==> config.mk <==
export PLATFORM = sky130hd
export DESIGN_NAME = vec_unpacker
export DESIGN_NICKNAME = d
export VERILOG_FILES = /design/src/rtl/vu_pkg.sv /design/src/rtl/vu_vec_walk.sv /design/src/rtl/vu_word_count.sv /design/src/rtl/vec_unpacker.sv
export SDC_FILE = /design/constraint.sdc
export NUM_CORES = 1
export LEC_CHECK = 0
export BUFFER_PORTS_ARGS = -buffer_cell sky130_fd_sc_hd__clkbuf_2
export CELL_PAD_IN_SITES_DETAIL_PLACEMENT = 1
export CELL_PAD_IN_SITES_GLOBAL_PLACEMENT = 1
export CORE_ASPECT_RATIO = 0.8
export CORE_UTILIZATION = 35
export DETAILED_ROUTE_END_ITERATION = 6
export GPL_ROUTABILITY_DRIVEN = 0
export GPL_TIMING_DRIVEN = 0
export HOLD_SLACK_MARGIN = 0.1
export PLACE_DENSITY = 0.8
export SETUP_SLACK_MARGIN = 0.15
export SYNTH_ARGS = -nofsm -noshare
export SYNTH_HDL_FRONTEND = slang
export SYNTH_SLANG_ARGS = --single-unit
==> constraint.sdc <==
create_clock -name clk_i -period 7.2 [get_ports clk_i]
set_input_delay 2.16 -clock clk_i [delete_from_list [all_inputs] [get_ports clk_i]]
set_output_delay 2.16 -clock clk_i [all_outputs]
set_load 0.05 [all_outputs]
==> src/rtl/vu_pkg.sv <==
package vu_pkg;
  localparam int unsigned ENTRY_W   = 32;
  localparam int unsigned POS_W     = $clog2(ENTRY_W);
  localparam int unsigned NUM_VEC   = 4;
  localparam int unsigned VEC_W     = 10;
  localparam int unsigned VEC_PER_W = 2;
  localparam int unsigned RUN_W     = 3;
  localparam int unsigned VIDX_W    = $clog2(NUM_VEC);

  typedef struct packed {
    logic [POS_W-1:0] start;
    logic             dir;     // 1: toward lower positions
    logic [RUN_W-1:0] len_m1;
    logic             stop;
  } pack_vec_t;
endpackage

==> src/rtl/vu_vec_walk.sv <==
module vu_vec_walk
  import vu_pkg::*;
(
  input  logic                   clk_i,
  input  logic                   rst_ni,
  input  logic [ENTRY_W-1:0]     cfg0_i,
  input  logic [ENTRY_W-1:0]     cfg1_i,
  input  logic                   busy_i,
  input  logic                   adv_i,
  output logic [POS_W-1:0]       pos_o,
  output logic                   entry_end_o
);
  localparam int unsigned NUM_CFG = NUM_VEC / VEC_PER_W;

  logic [NUM_CFG-1:0][ENTRY_W-1:0] cfg_w;
  pack_vec_t [NUM_VEC-1:0]         vecs;
  logic [VIDX_W-1:0]               vidx_q;
  logic [RUN_W-1:0]                cnt_q;
  pack_vec_t                       cur;
  logic                            run_end, last_vec;
  logic [POS_W-1:0]                off;

  assign cfg_w[0] = cfg0_i;
  assign cfg_w[1] = cfg1_i;

  for (genvar v = 0; v < NUM_VEC; v++) begin : g_vec
    assign vecs[v] = pack_vec_t'(cfg_w[v / VEC_PER_W][(v % VEC_PER_W) * VEC_W +: VEC_W]);
  end

  assign cur      = vecs[vidx_q];
  assign run_end  = (cnt_q == cur.len_m1);
  assign last_vec = cur.stop || (vidx_q == VIDX_W'(NUM_VEC - 1));
  assign off      = POS_W'(cnt_q);
  assign pos_o    = cur.dir ? (cur.start - off) : (cur.start + off);
  assign entry_end_o = run_end && last_vec;

  always_ff @(posedge clk_i or negedge rst_ni) begin
    if (!rst_ni) begin
      vidx_q <= '0;
      cnt_q  <= '0;
    end else if (adv_i) begin
      if (run_end) begin
        cnt_q  <= '0;
        vidx_q <= last_vec ? '0 : vidx_q + 1'b1;
      end else begin
        cnt_q <= cnt_q + 1'b1;
      end
    end
  end

  p_run_bound_r4: assert property (@(posedge clk_i) disable iff (!rst_ni)
    busy_i |-> (cnt_q <= cur.len_m1));
  p_first_vec_r4: assert property (@(posedge clk_i) disable iff (!rst_ni)
    $rose(busy_i) |-> (vidx_q == '0 && cnt_q == '0));
endmodule

==> src/rtl/vu_word_count.sv <==
module vu_word_count #(
  parameter int unsigned WB_W = 6
) (
  input  logic            clk_i,
  input  logic            rst_ni,
  input  logic [WB_W-1:0] word_bits_i,
  input  logic            adv_i,
  input  logic            clear_i,
  output logic            last_bit_o
);
  logic [WB_W-1:0] wcnt_q;

  assign last_bit_o = ((wcnt_q + 1'b1) == word_bits_i);

  always_ff @(posedge clk_i or negedge rst_ni) begin
    if (!rst_ni)                       wcnt_q <= '0;
    else if (adv_i && (last_bit_o || clear_i)) wcnt_q <= '0;
    else if (adv_i)                    wcnt_q <= wcnt_q + 1'b1;
  end

  p_count_bound_r9: assert property (@(posedge clk_i) disable iff (!rst_ni)
    (adv_i && !clear_i && !last_bit_o) |=> (wcnt_q == $past(wcnt_q) + 1'b1));
endmodule

==> src/rtl/vec_unpacker.sv <==
module vec_unpacker
  import vu_pkg::*;
#(
  parameter int unsigned WB_W = POS_W + 1
) (
  input  logic               clk_i,
  input  logic               rst_ni,
  input  logic [ENTRY_W-1:0] cfg0_i,
  input  logic [ENTRY_W-1:0] cfg1_i,
  input  logic [WB_W-1:0]    word_bits_i,
  input  logic               in_valid_i,
  input  logic [ENTRY_W-1:0] in_data_i,
  output logic               in_ready_o,
  output logic               bit_o,
  output logic               bit_valid_o,
  input  logic               bit_ready_i,
  output logic               word_end_o
);
  logic [ENTRY_W-1:0] data_q;
  logic               full_q;
  logic               adv, entry_end, last_bit;
  logic [POS_W-1:0]   pos;

  assign adv         = full_q && bit_ready_i;
  assign in_ready_o  = !full_q;
  assign bit_valid_o = full_q;
  assign bit_o       = data_q[pos];
  assign word_end_o  = full_q && last_bit;

  vu_vec_walk i_walk (
    .clk_i       (clk_i),
    .rst_ni      (rst_ni),
    .cfg0_i      (cfg0_i),
    .cfg1_i      (cfg1_i),
    .busy_i      (full_q),
    .adv_i       (adv),
    .pos_o       (pos),
    .entry_end_o (entry_end)
  );

  vu_word_count #(.WB_W(WB_W)) i_wcnt (
    .clk_i       (clk_i),
    .rst_ni      (rst_ni),
    .word_bits_i (word_bits_i),
    .adv_i       (adv),
    .clear_i     (entry_end),
    .last_bit_o  (last_bit)
  );

  always_ff @(posedge clk_i or negedge rst_ni) begin
    if (!rst_ni) begin
      full_q <= 1'b0;
      data_q <= '0;
    end else if (in_valid_i && !full_q) begin
      full_q <= 1'b1;
      data_q <= in_data_i;
    end else if (adv && entry_end) begin
      full_q <= 1'b0;
    end
  end

  p_accept_r7: assert property (@(posedge clk_i) disable iff (!rst_ni)
    (in_valid_i && in_ready_o) |=> (bit_valid_o && !in_ready_o));
  p_release_r5: assert property (@(posedge clk_i) disable iff (!rst_ni)
    (adv && entry_end) |=> in_ready_o);
  p_stall_hold_r8: assert property (@(posedge clk_i) disable iff (!rst_ni)
    (bit_valid_o && !bit_ready_i) |=>
      (bit_valid_o && $stable(bit_o) && $stable(word_end_o)));
endmodule

==> results of run 1 <==
[flip-flops by register name, indices dropped and copies added (netlist names)]
register       count
i_walk.vidx_q      2
data_q            32
i_wcnt.wcnt_q      6
bit_valid_o        1
i_walk.cnt_q       3
[worst paths after layout]
| path | from | endpoint | depth (start not counted) |
|---|---|---|---|
| setup / recovery | cfg1_i[14] | bit_o | 9 |
| hold / removal | data_q[16] | data_q[16] | 1 |
| setup reg to reg | i_wcnt.wcnt_q[0] | i_wcnt.wcnt_q[2] | 7 |
| hold reg to reg | data_q[16] | data_q[16] | 1 |
| max in group asynchronous | rst_ni | data_q[26] | 1 |
| min in group asynchronous | rst_ni | data_q[29] | 1 |
[routing by layer]
metal / GRT usage / vias to the layer above / routed length, um
li1: - / 976 / -
met1: 0.217 / 1036 / 2940
met2: 0.355 / 57 / 3570
met3: 0.0275 / 7 / 275
met4: 0.0522 / 0 / 74
met5: 0 / - / 0
[cell usage in the layout, fill, tap and decap left out, types with 5 or more instances in the layout]
cell / n
nand2_1: 11
mux2_2: 32
clkbuf_8: 5
o21ai_0: 6
clkbuf_1: 7
mux4_2: 14
mux2i_1: 5
a21oi_1: 5
ha_1: 8
nand3_1: 5
dfrtp_1: 44
clkbuf_2: 84
xnor2_1: 14
inv_1: 8
[power by group]
group          internal, mW  total, mW  switching [mW]
Combinational         0.789       1.46           0.675
Clock                 0.105      0.195          0.0909
Sequential            0.370      0.453          0.0833
Total                  1.26       2.11           0.849
[cell families after synthesis]
| family | after synthesis | synth area share |
|---|---|---|
| XOR/XNOR | 17 | 0.0544 |
| AND/OR/NAND/NOR | 35 | 0.0659 |
| multiplexers | 57 | 0.313 |
| flip-flops | 44 | 0.403 |
| adder cells (fa/ha/maj) | 10 | 0.0485 |
| buffers and inverters | 23 | 0.0435 |
| AO/OA/AOI/OAI | 28 | 0.0723 |
[metrics by stage]
stage	worst slack [ns]	util	hold WS [ns]	setup TNS, ns	cells
floorplan	0.233	-	0.475	0	214
global placement	-0.264	0.439	0.486	-0.264	404
CTS	0.0942	0.463	0.515	0	413
global route	0.0431	0.464	0.535	0	413
detailed placement	-0.300	0.439	0.494	-0.300	404
finish	0.113	0.464	0.512	0	413
[final cells by class]
class | instances | area [um2] | area share
buffer | 13 | 92.6 | 0.0266
clock buffer | 5 | 68.8 | 0.0198
clock inverter | 3 | 46.3 | 0.0133
inverter | 10 | 37.5 | 0.0108
multi-input combinational | 147 | 1550 | 0.445
sequential | 44 | 1100 | 0.317
tap | 105 | 131 | 0.0378
timing repair buffer | 86 | 453 | 0.130
[critical path, stage by stage]
cell	delay [ns]
clkbuf_2	0.08
mux4_2	0.52
mux2i_4	0.22
fa_1	0.53
buf_8	0.15
mux4_2	0.33
mux4_2	0.48
mux2_4	0.28
clkbuf_16	0.17
[repair_timing]
item                       CTS  global route
gates resized for setup     14             2
setup endpoints to repair    1             1
hold buffers                 0             0
setup buffers                1             0
pin swaps                    1             0
==> results.md, run 1 <==
* Status: completed
* Post-Syn Area per Cell at 12.8 um2
* Post-synth EDFFs at 0
* Clock skew at 0.00547 ns
* Placed instance area at 3290 um2
* Synth top area cells: dfrtp_1 (40%), mux2_2 (13%), mux4_2 (11%), mux4_1 (4.8%), xnor2_1 (4.8%)
* Horiz. Die Dim at 101 um
* Die footprint at 8170 um2
* Number of I/O port buffers at 85
* Design area at 3480 um2
* Initial antenna violation count at 0
* Worst-Margin Slew at 1.12 ns
* Netlist cell types at 45
* Worst VDD drop at 0.528 mV
* Largest net degree at the start of global routing at 45
* Vias in the first global route at 2258
* IO Count at 110
* Power Total at 2.11 mW
* TritonCTS Buffers at 5
* Row cnt at 28
* Max cap viols at 0
* Period utilisation layout at 0.984
* Crit path kind: in -> out
* Pwr dens at 607 nW/um2
* Gr usage total at 0.186
* Iteration-0 DRC Markers at 50
* Unrepaired setup endpoints after global routing: yes
* Setup-failing EPs final at 0
* Syn. warnings at 0
* Cells after synthesis at 214
* First-pass GRT wire length at 11.4 mm
* Root Driver: clkbuf_8
* Post-synth top area share at 0.403
* Congestion Overflow GR at 0
* DIE HEIGHT at 81.1 um
* Cell with the most instances after synthesis: dfrtp_1
* TritonCTS clock tree: built
* Final wirelength at 6.87 mm
* Final min period at 7.09 ns
* DR pass1 iterations at 3
* Relative slew slack at 0.251
* Total vias in the final route at 2076
* Dominant cell type by area after synthesis: dfrtp_1
* Core box area at 7500 um2
* Layout cells sized above 1 at 0.510
* Flop2flop setup slack at 4.92 ns
* CP max FO at 8
* DR DRC count at 0
* Critical Path RT at 5.04 ns
* Post-DP HPWL at 5.32 mm
* Mapped cell area at 2740 um2
* Ys flop type: dfrtp_1
* Leakage power at 1.57 nW
* Hold Path Class: reg -> reg
* Syn_nets at 330
* Flops & latches, synth at 44
* CTS H-tree depth at 2
* Hold Vio Cnt, Final at 0
* Later-pin clock latency in the skew report at 0.30 ns
* Starting Density at 0.365
* Crit path launch type: input port
* Clock Pin Slew Worst Setup and Hold Paths at 0.08 ns
* Max-slew violation count at 0
* N_diodes at 0
* Clock Sinks at 44
* Post-synthesis async set-or-reset flop share at 1.00
* Fillers at 851
* Layout area overhead at 27.2%
* Clock Path Buffers at 2
* DRT antenna net count at 0
* Seq/Total Area, Yosys at 0.403
* Crit end category: output port
* Drt via density at 5.03
* Highest Clock Rate at 141 MHz
* Arrival time worst endpoint at 4.93 ns
* Wire per inst at 16.6 um
* Nets at 423
* Top cells by count, synth: dfrtp_1 (44), mux2_2 (32), xnor2_1 (15), mux4_2 (13), nand2_1 (11)
Note: power is estimated with default switching activity, not from simulation.
==> run 2, diff against run 1 <==
==> constraint.sdc (replaced) <==
create_clock -name clk_i -period 8.9 [get_ports clk_i]
set_input_delay 2.67 -clock clk_i [delete_from_list [all_inputs] [get_ports clk_i]]
set_output_delay 2.67 -clock clk_i [all_outputs]
set_load 0.05 [all_outputs]
==> run 2 against run 1 <==
Compared with the run above:
- clock power down 19%
- highest routed layer unchanged
- largest cell class unchanged
- critical path type unchanged
- power decreased by 29%
- routed wire length is 3.3% lower
- critical endpoint unchanged
- first-iteration DRC count rose by 50%
- critical path depth up 2
- worst setup slack better by 0.24 ns
- global-route usage down 0.67 points
==> results.md, run 2 (synthesis gave the netlist of run 1 again) <==
* TritonCTS Buffers at 5 (unchanged)
* Largest register FFs at 32 (unchanged)
* Vias in the first global route at 2317 (was 2258)
* TritonCTS clock tree: built (unchanged)
* Number of I/O port buffers at 85 (unchanged)
* Hold Path Class: reg -> reg (unchanged)
* Final Util at 0.454 (was 0.464)
* Fillers at 859 (was 851)
* Pwr dens at 443 nW/um2 (was 607 nW/um2)
* Most frequent cells in the layout: clkbuf_2 (85), dfrtp_1 (44), mux2_2 (32) (was clkbuf_2 (84), dfrtp_1 (44), mux2_2 (32))
* Later-pin clock latency in the skew report at 0.29 ns (was 0.30 ns)
* DIE HEIGHT at 81.1 um (unchanged)
* Layout cells sized above 1 at 0.482 (was 0.510)
* Unrepaired setup endpoints after global routing: no (was yes)
* Final wirelength at 6.64 mm (was 6.87 mm)
* Worst-Margin Slew at 1.11 ns (was 1.12 ns)
* First-pass GRT wire length at 11.2 mm (was 11.4 mm)
* Clock Sinks at 44 (unchanged)
* Power Total at 1.51 mW (was 2.11 mW)
* CP max FO at 8 (unchanged)
* Horiz. Die Dim at 101 um (unchanged)
* Setup-failing EPs final at 0 (unchanged)
* Setup bufs post-CTS at 0 (was 1)
* DRT antenna net count at 0 (unchanged)
* Pint at 865 uW (was 1.26 mW)
* Finished Layout Cells at 412 (was 413)
* Commonest non-fill, non-tap cell in the layout: clkbuf_2 (unchanged)
* Relative slew slack at 0.258 (was 0.251)
* N_diodes at 0 (unchanged)
* Nets at 422 (was 423)
* Wire per inst at 16.1 um (was 16.6 um)
* Crit end category: output port (unchanged)
* Congestion Overflow GR at 0 (unchanged)
* Drt via density at 4.99 (was 5.03)
* Row cnt at 28 (unchanged)
* Crit path kind: in -> out (unchanged)
* Sw frac at 0.427 (was 0.402)
* Setup slack after layout at 0.349 ns (was 0.113 ns)
* Clock Path Buffers at 2 (unchanged)
* Layout area overhead at 24.6% (was 27.2%)
* DR DRC count at 0 (unchanged)
* DR pass1 iterations at 4 (was 3)
* Placed Cells at 404 (unchanged)
* Total vias in the final route at 2056 (was 2076)
* Final min period at 8.55 ns
* Critical Path RT at 6.23 ns (was 5.04 ns)
* Starting Density at 0.365 (unchanged)
* CTS resizes at 0 (was 14)
* Period utilisation layout at 0.961
* Arrival time worst endpoint at 5.88 ns (was 4.93 ns)
* Clock Pin Slew Worst Setup and Hold Paths at 0.09 ns (was 0.08 ns)
* Seq pwr share at 0.241 (was 0.214)
* Pre-CTS setup slack at 0.353 ns (was -0.300 ns)
* Hold-fix buffers, CTS at 0 (unchanged)
* Placed instance area at 3290 um2 (unchanged)
* Highest Clock Rate at 117 MHz
* Gr usage total at 0.179 (was 0.186)
* IO Count at 110 (unchanged)
* CTS H-tree depth at 2 (unchanged)
* P_sw at 644 uW (was 849 uW)
* Biggest register: data_q (unchanged)
* Largest net degree at the start of global routing at 45 (unchanged)
* Post-DP HPWL at 5.43 mm (was 5.32 mm)
* Core box area at 7500 um2 (unchanged)
* Max-slew violation count at 0 (unchanged)
* Iteration-0 DRC Markers at 75 (was 50)
* Root Driver: clkbuf_8 (unchanged)
* Worst VDD drop at 0.249 mV (was 0.528 mV)
* Footprint of the multi-input gates at 1520 um2 (was 1550 um2)
* Comb pwr share at 0.655 (was 0.693)
* Clock power frac at 0.104 (was 0.093)
* TNS Setup at 0 ns (unchanged)
* Status: completed (unchanged)
* Worst hold margin at 0.507 ns (was 0.512 ns)
* Initial antenna violation count at 0 (unchanged)
* Storage cell area at 1100 um2 (unchanged)
* Crit path launch type: input port (unchanged)
* Leakage power at 1.55 nW (was 1.57 nW)
* Max cap viols at 0 (unchanged)
* Hold Vio Cnt, Final at 0 (unchanged)
* Clock skew at 0.00339 ns (was 0.00547 ns)
* Design area at 3410 um2 (was 3480 um2)
* Largest regs: data_q x32, i_wcnt.wcnt_q x6, i_walk.cnt_q x3 (unchanged)
* Die footprint at 8170 um2 (unchanged)
-- run 2: changes by cell type in the layout (fill, tap and decap cells not counted), sizes merged --
cell / previous run / this run
clkbuf: 97 / 98
buf: 7 / 5
-- run 2: worst paths after layout --
path	from	end	slack (ns)	cells past startpoint
worst max-delay path	cfg1_i[5]	bit_o	0.35	11
worst min-delay path	data_q[15]	data_q[15]	0.51	1
worst max register to register	i_wcnt.wcnt_q[0]	i_wcnt.wcnt_q[2]	6.62	6
worst min register to register	data_q[15]	data_q[15]	0.51	1
max in group asynchronous	rst_ni	i_walk.vidx_q[1]	5.65	1
min in group asynchronous	rst_ni	data_q[1]	2.57	1
-- run 2: cell type report --
cell class	count	share of cell area
multi-input combinational	147	0.445
sequential	44	0.323
timing repair buffer	85	0.125
tap	105	0.0386
buffer	13	0.0239
clock buffer	5	0.0202
clock inverter	3	0.0136
inverter	10	0.0110
-- run 2: power groups by stage --
stage	logic, mW	registers [mW]	clock network, mW
4_1_cts	0.994	0.366	0.164
6_report	0.987	0.364	0.158
5_1_grt	1.07	0.377	0.173
2_1_floorplan	0.775	0.352	0
3_3_place_gp	0.957	0.361	0
3_5_place_dp	0.991	0.368	0
-- run 2: per-layer routing --
metal | track usage | wire length, um
met4 | 0.0391 | 34
met5 | 0 | 0
met2 | 0.333 | 3360
met1 | 0.226 | 3020
met3 | 0.0189 | 223
-- run 2: critical path: stages --
cell and delay, ns:
clkbuf_2 0.10, mux4_1 0.50, inv_1 0.08, ha_1 0.13, inv_1 0.06, fa_1 0.48, clkbuf_1 0.42, mux4_2 0.42
mux4_2 0.48, mux2_1 0.30, clkbuf_2 0.24
==> run 3, diff against run 2 <==
--- a/config.mk
+++ b/config.mk
@@ -9,12 +9,12 @@
 export CELL_PAD_IN_SITES_DETAIL_PLACEMENT = 1
 export CELL_PAD_IN_SITES_GLOBAL_PLACEMENT = 1
 export CORE_ASPECT_RATIO = 0.8
-export CORE_UTILIZATION = 35
+export CORE_UTILIZATION = 40
 export DETAILED_ROUTE_END_ITERATION = 6
 export GPL_ROUTABILITY_DRIVEN = 0
 export GPL_TIMING_DRIVEN = 0
 export HOLD_SLACK_MARGIN = 0.1
-export PLACE_DENSITY = 0.8
+export PLACE_DENSITY = 0.83
 export SETUP_SLACK_MARGIN = 0.15
 export SYNTH_ARGS = -nofsm -noshare
 export SYNTH_HDL_FRONTEND = slang
==> run 3 against run 2 <==
Compared with the run above:
- sequential power barely moved
- clock-buffer cell count is the same
- clock power is 24% lower
- flip-flop and latch count stayed put
- via count fell by 0.73%
- critical path type unchanged
- hold slack improved by 0.0026 ns
- maximum frequency decreased by 0.66%
- highest routed layer unchanged
- first-iteration DRC count down 4.0%
- clock skew about the same
- core utilization is 6.0 points higher
==> results.md, run 3 (synthesis gave the netlist of run 1 again) <==
* Status: completed (unchanged)
* Core box area at 6510 um2 (was 7500 um2)
* Number of I/O port buffers at 85 (unchanged)
* Hold-fix buffers, CTS at 0 (unchanged)
* Final wirelength at 6.57 mm (was 6.64 mm)
* Iteration-0 DRC Markers at 72 (was 75)
* Biggest register: data_q (unchanged)
* Clock Path Buffers at 2 (unchanged)
* TNS Setup at 0 ns (unchanged)
* Horiz. Die Dim at 94.5 um (was 101 um)
* First-pass GRT wire length at 10.9 mm (was 11.2 mm)
* Comb pwr share at 0.672 (was 0.655)
* Pint at 834 uW (was 865 uW)
* Setup bufs post-CTS at 0 (unchanged)
* Crit end category: output port (unchanged)
* Relative slew slack at 0.281 (was 0.258)
* Footprint of the multi-input gates at 1520 um2 (unchanged)
* Largest regs: data_q x32, i_wcnt.wcnt_q x6, i_walk.cnt_q x3 (unchanged)
* Nets at 422 (unchanged)
* Most frequent cells in the layout: clkbuf_2 (85), dfrtp_1 (44), mux2_2 (32) (unchanged)
* Final Util at 0.514 (was 0.454)
* Die footprint at 7170 um2 (was 8170 um2)
* TritonCTS Buffers at 5 (unchanged)
* Commonest non-fill, non-tap cell in the layout: clkbuf_2 (unchanged)
* Worst-Margin Slew at 1.08 ns (was 1.11 ns)
* DRT antenna net count at 0 (unchanged)
* Drt via density at 5.23 (was 4.99)
* Clock power frac at 0.082 (was 0.104)
* Row cnt at 26 (was 28)
* Leakage power at 1.53 nW (was 1.55 nW)
* Hold Path Class: reg -> reg (unchanged)
* Clock Sinks at 44 (unchanged)
* Design area at 3350 um2 (was 3410 um2)
* Later-pin clock latency in the skew report at 0.28 ns (was 0.29 ns)
* Clock Pin Slew Worst Setup and Hold Paths at 0.08 ns (was 0.09 ns)
* Max-slew violation count at 0 (unchanged)
* Largest register FFs at 32 (unchanged)
* Placed instance area at 3270 um2 (was 3290 um2)
* Power Total at 1.48 mW (was 1.51 mW)
* CTS resizes at 0 (unchanged)
* Post-DP HPWL at 5.32 mm (was 5.43 mm)
* Fillers at 716 (was 859)
* Unrepaired setup endpoints after global routing: no (unchanged)
* Period utilisation layout at 0.967 (was 0.961)
* Clock skew at 0.00384 ns (was 0.00339 ns)
* Setup-failing EPs final at 0 (unchanged)
* Layout cells sized above 1 at 0.480 (was 0.482)
* Max cap viols at 0 (unchanged)
* IO Count at 110 (unchanged)
* CTS H-tree depth at 2 (unchanged)
* N_diodes at 0 (unchanged)
* Initial antenna violation count at 0 (unchanged)
* Crit path launch type: input port (unchanged)
* Worst VDD drop at 0.199 mV (was 0.249 mV)
* Congestion Overflow GR at 0 (unchanged)
* Sw frac at 0.435 (was 0.427)
* Seq pwr share at 0.247 (was 0.241)
* Gr usage total at 0.196 (was 0.179)
* Vias in the first global route at 2272 (was 2317)
* Root Driver: clkbuf_8 (unchanged)
* Worst hold path depth at 1 (unchanged)
* Storage cell area at 1100 um2 (unchanged)
* DR DRC count at 0 (unchanged)
* TritonCTS clock tree: built (unchanged)
* Pwr dens at 441 nW/um2 (was 443 nW/um2)
* CP max FO at 8 (unchanged)
* Critical Path RT at 6.23 ns (about the same)
* Hold Vio Cnt, Final at 0 (unchanged)
* Arrival time worst endpoint at 5.94 ns (was 5.88 ns)
* Largest net degree at the start of global routing at 45 (unchanged)
* Starting Density at 0.420 (was 0.365)
* Crit path kind: in -> out (unchanged)
* Wire per inst at 16.9 um (was 16.1 um)
* Highest Clock Rate at 116 MHz (was 117 MHz)
* DIE HEIGHT at 76.0 um (was 81.1 um)
* Reg2Reg Depth at 6 (unchanged)
* Total vias in the final route at 2041 (was 2056)
* P_sw at 641 uW (was 644 uW)
* Final min period at 8.61 ns (was 8.55 ns)
* Layout area overhead at 22.4% (was 24.6%)
* DR pass1 iterations at 4 (unchanged)
run 3: cell types whose count changed in the layout (fill, tap and decap cells not counted):
cell,before,now
clkinv_2,0,1
bufinv_16,1,0
inv_6,1,0
run 3: worst max-delay path, stage by stage:
cell and delay, ns:
clkbuf_2 0.08, mux4_2 0.53, mux2i_1 0.19, fa_1 0.52, clkbuf_1 0.47, mux4_2 0.41, mux4_2 0.52, mux2_1 0.30
clkbuf_2 0.24
run 3: per-stage QoR:
| step | instances | hold slack (ns) | setup WS (ns) |
|---|---|---|---|
| floorplan | 214 | 0.475 | 0.805 |
| global placement | 383 | 0.485 | 0.382 |
| detailed placement | 383 | 0.496 | 0.318 |
| CTS | 390 | 0.516 | 0.312 |
| global route | 390 | 0.533 | 0.191 |
| finish | 390 | 0.510 | 0.292 |
run 3: cell type report:
type | count | area share
Tap cell | 84 | 0.0314
Clock inverter | 2 | 0.00374
Sequential cell | 44 | 0.329
Timing Repair Buffer | 85 | 0.127
Clock buffer | 5 | 0.0206
Multi-Input combinational cell | 147 | 0.453
Inverter | 10 | 0.0112
Buffer | 13 | 0.0243
run 3: metal layers:
metal | wire, um | share of wire | vias to the layer above | GRT usage
li1 | - | - | 973 | -
met1 | 2890 | 0.44 | 1027 | 0.260
met2 | 3480 | 0.53 | 39 | 0.348
met3 | 170 | 0.026 | 2 | 0.0231
met4 | 33 | 0.0050 | 0 | 0.0333
met5 | 0 | 0 | - | 0
run 3: worst paths after layout:
check	from	to	slack [ns]
setup / recovery	cfg1_i[14]	bit_o	0.29
hold / removal	data_q[2]	data_q[2]	0.51
setup reg to reg	i_wcnt.wcnt_q[0]	i_wcnt.wcnt_q[2]	6.65
hold reg to reg	data_q[2]	data_q[2]	0.51
max in group asynchronous	rst_ni	i_walk.cnt_q[0]	5.67
min in group asynchronous	rst_ni	data_q[29]	2.57
run 3: power by group through the flow:
| stage | registers (mW) | logic, mW | clock network [mW] |
|---|---|---|---|
| finish | 0.364 | 0.991 | 0.120 |
| global route | 0.378 | 1.07 | 0.134 |
| CTS | 0.365 | 0.999 | 0.124 |
| detailed placement | 0.368 | 0.995 | 0 |
| global placement | 0.359 | 0.955 | 0 |
| floorplan | 0.352 | 0.775 | 0 |
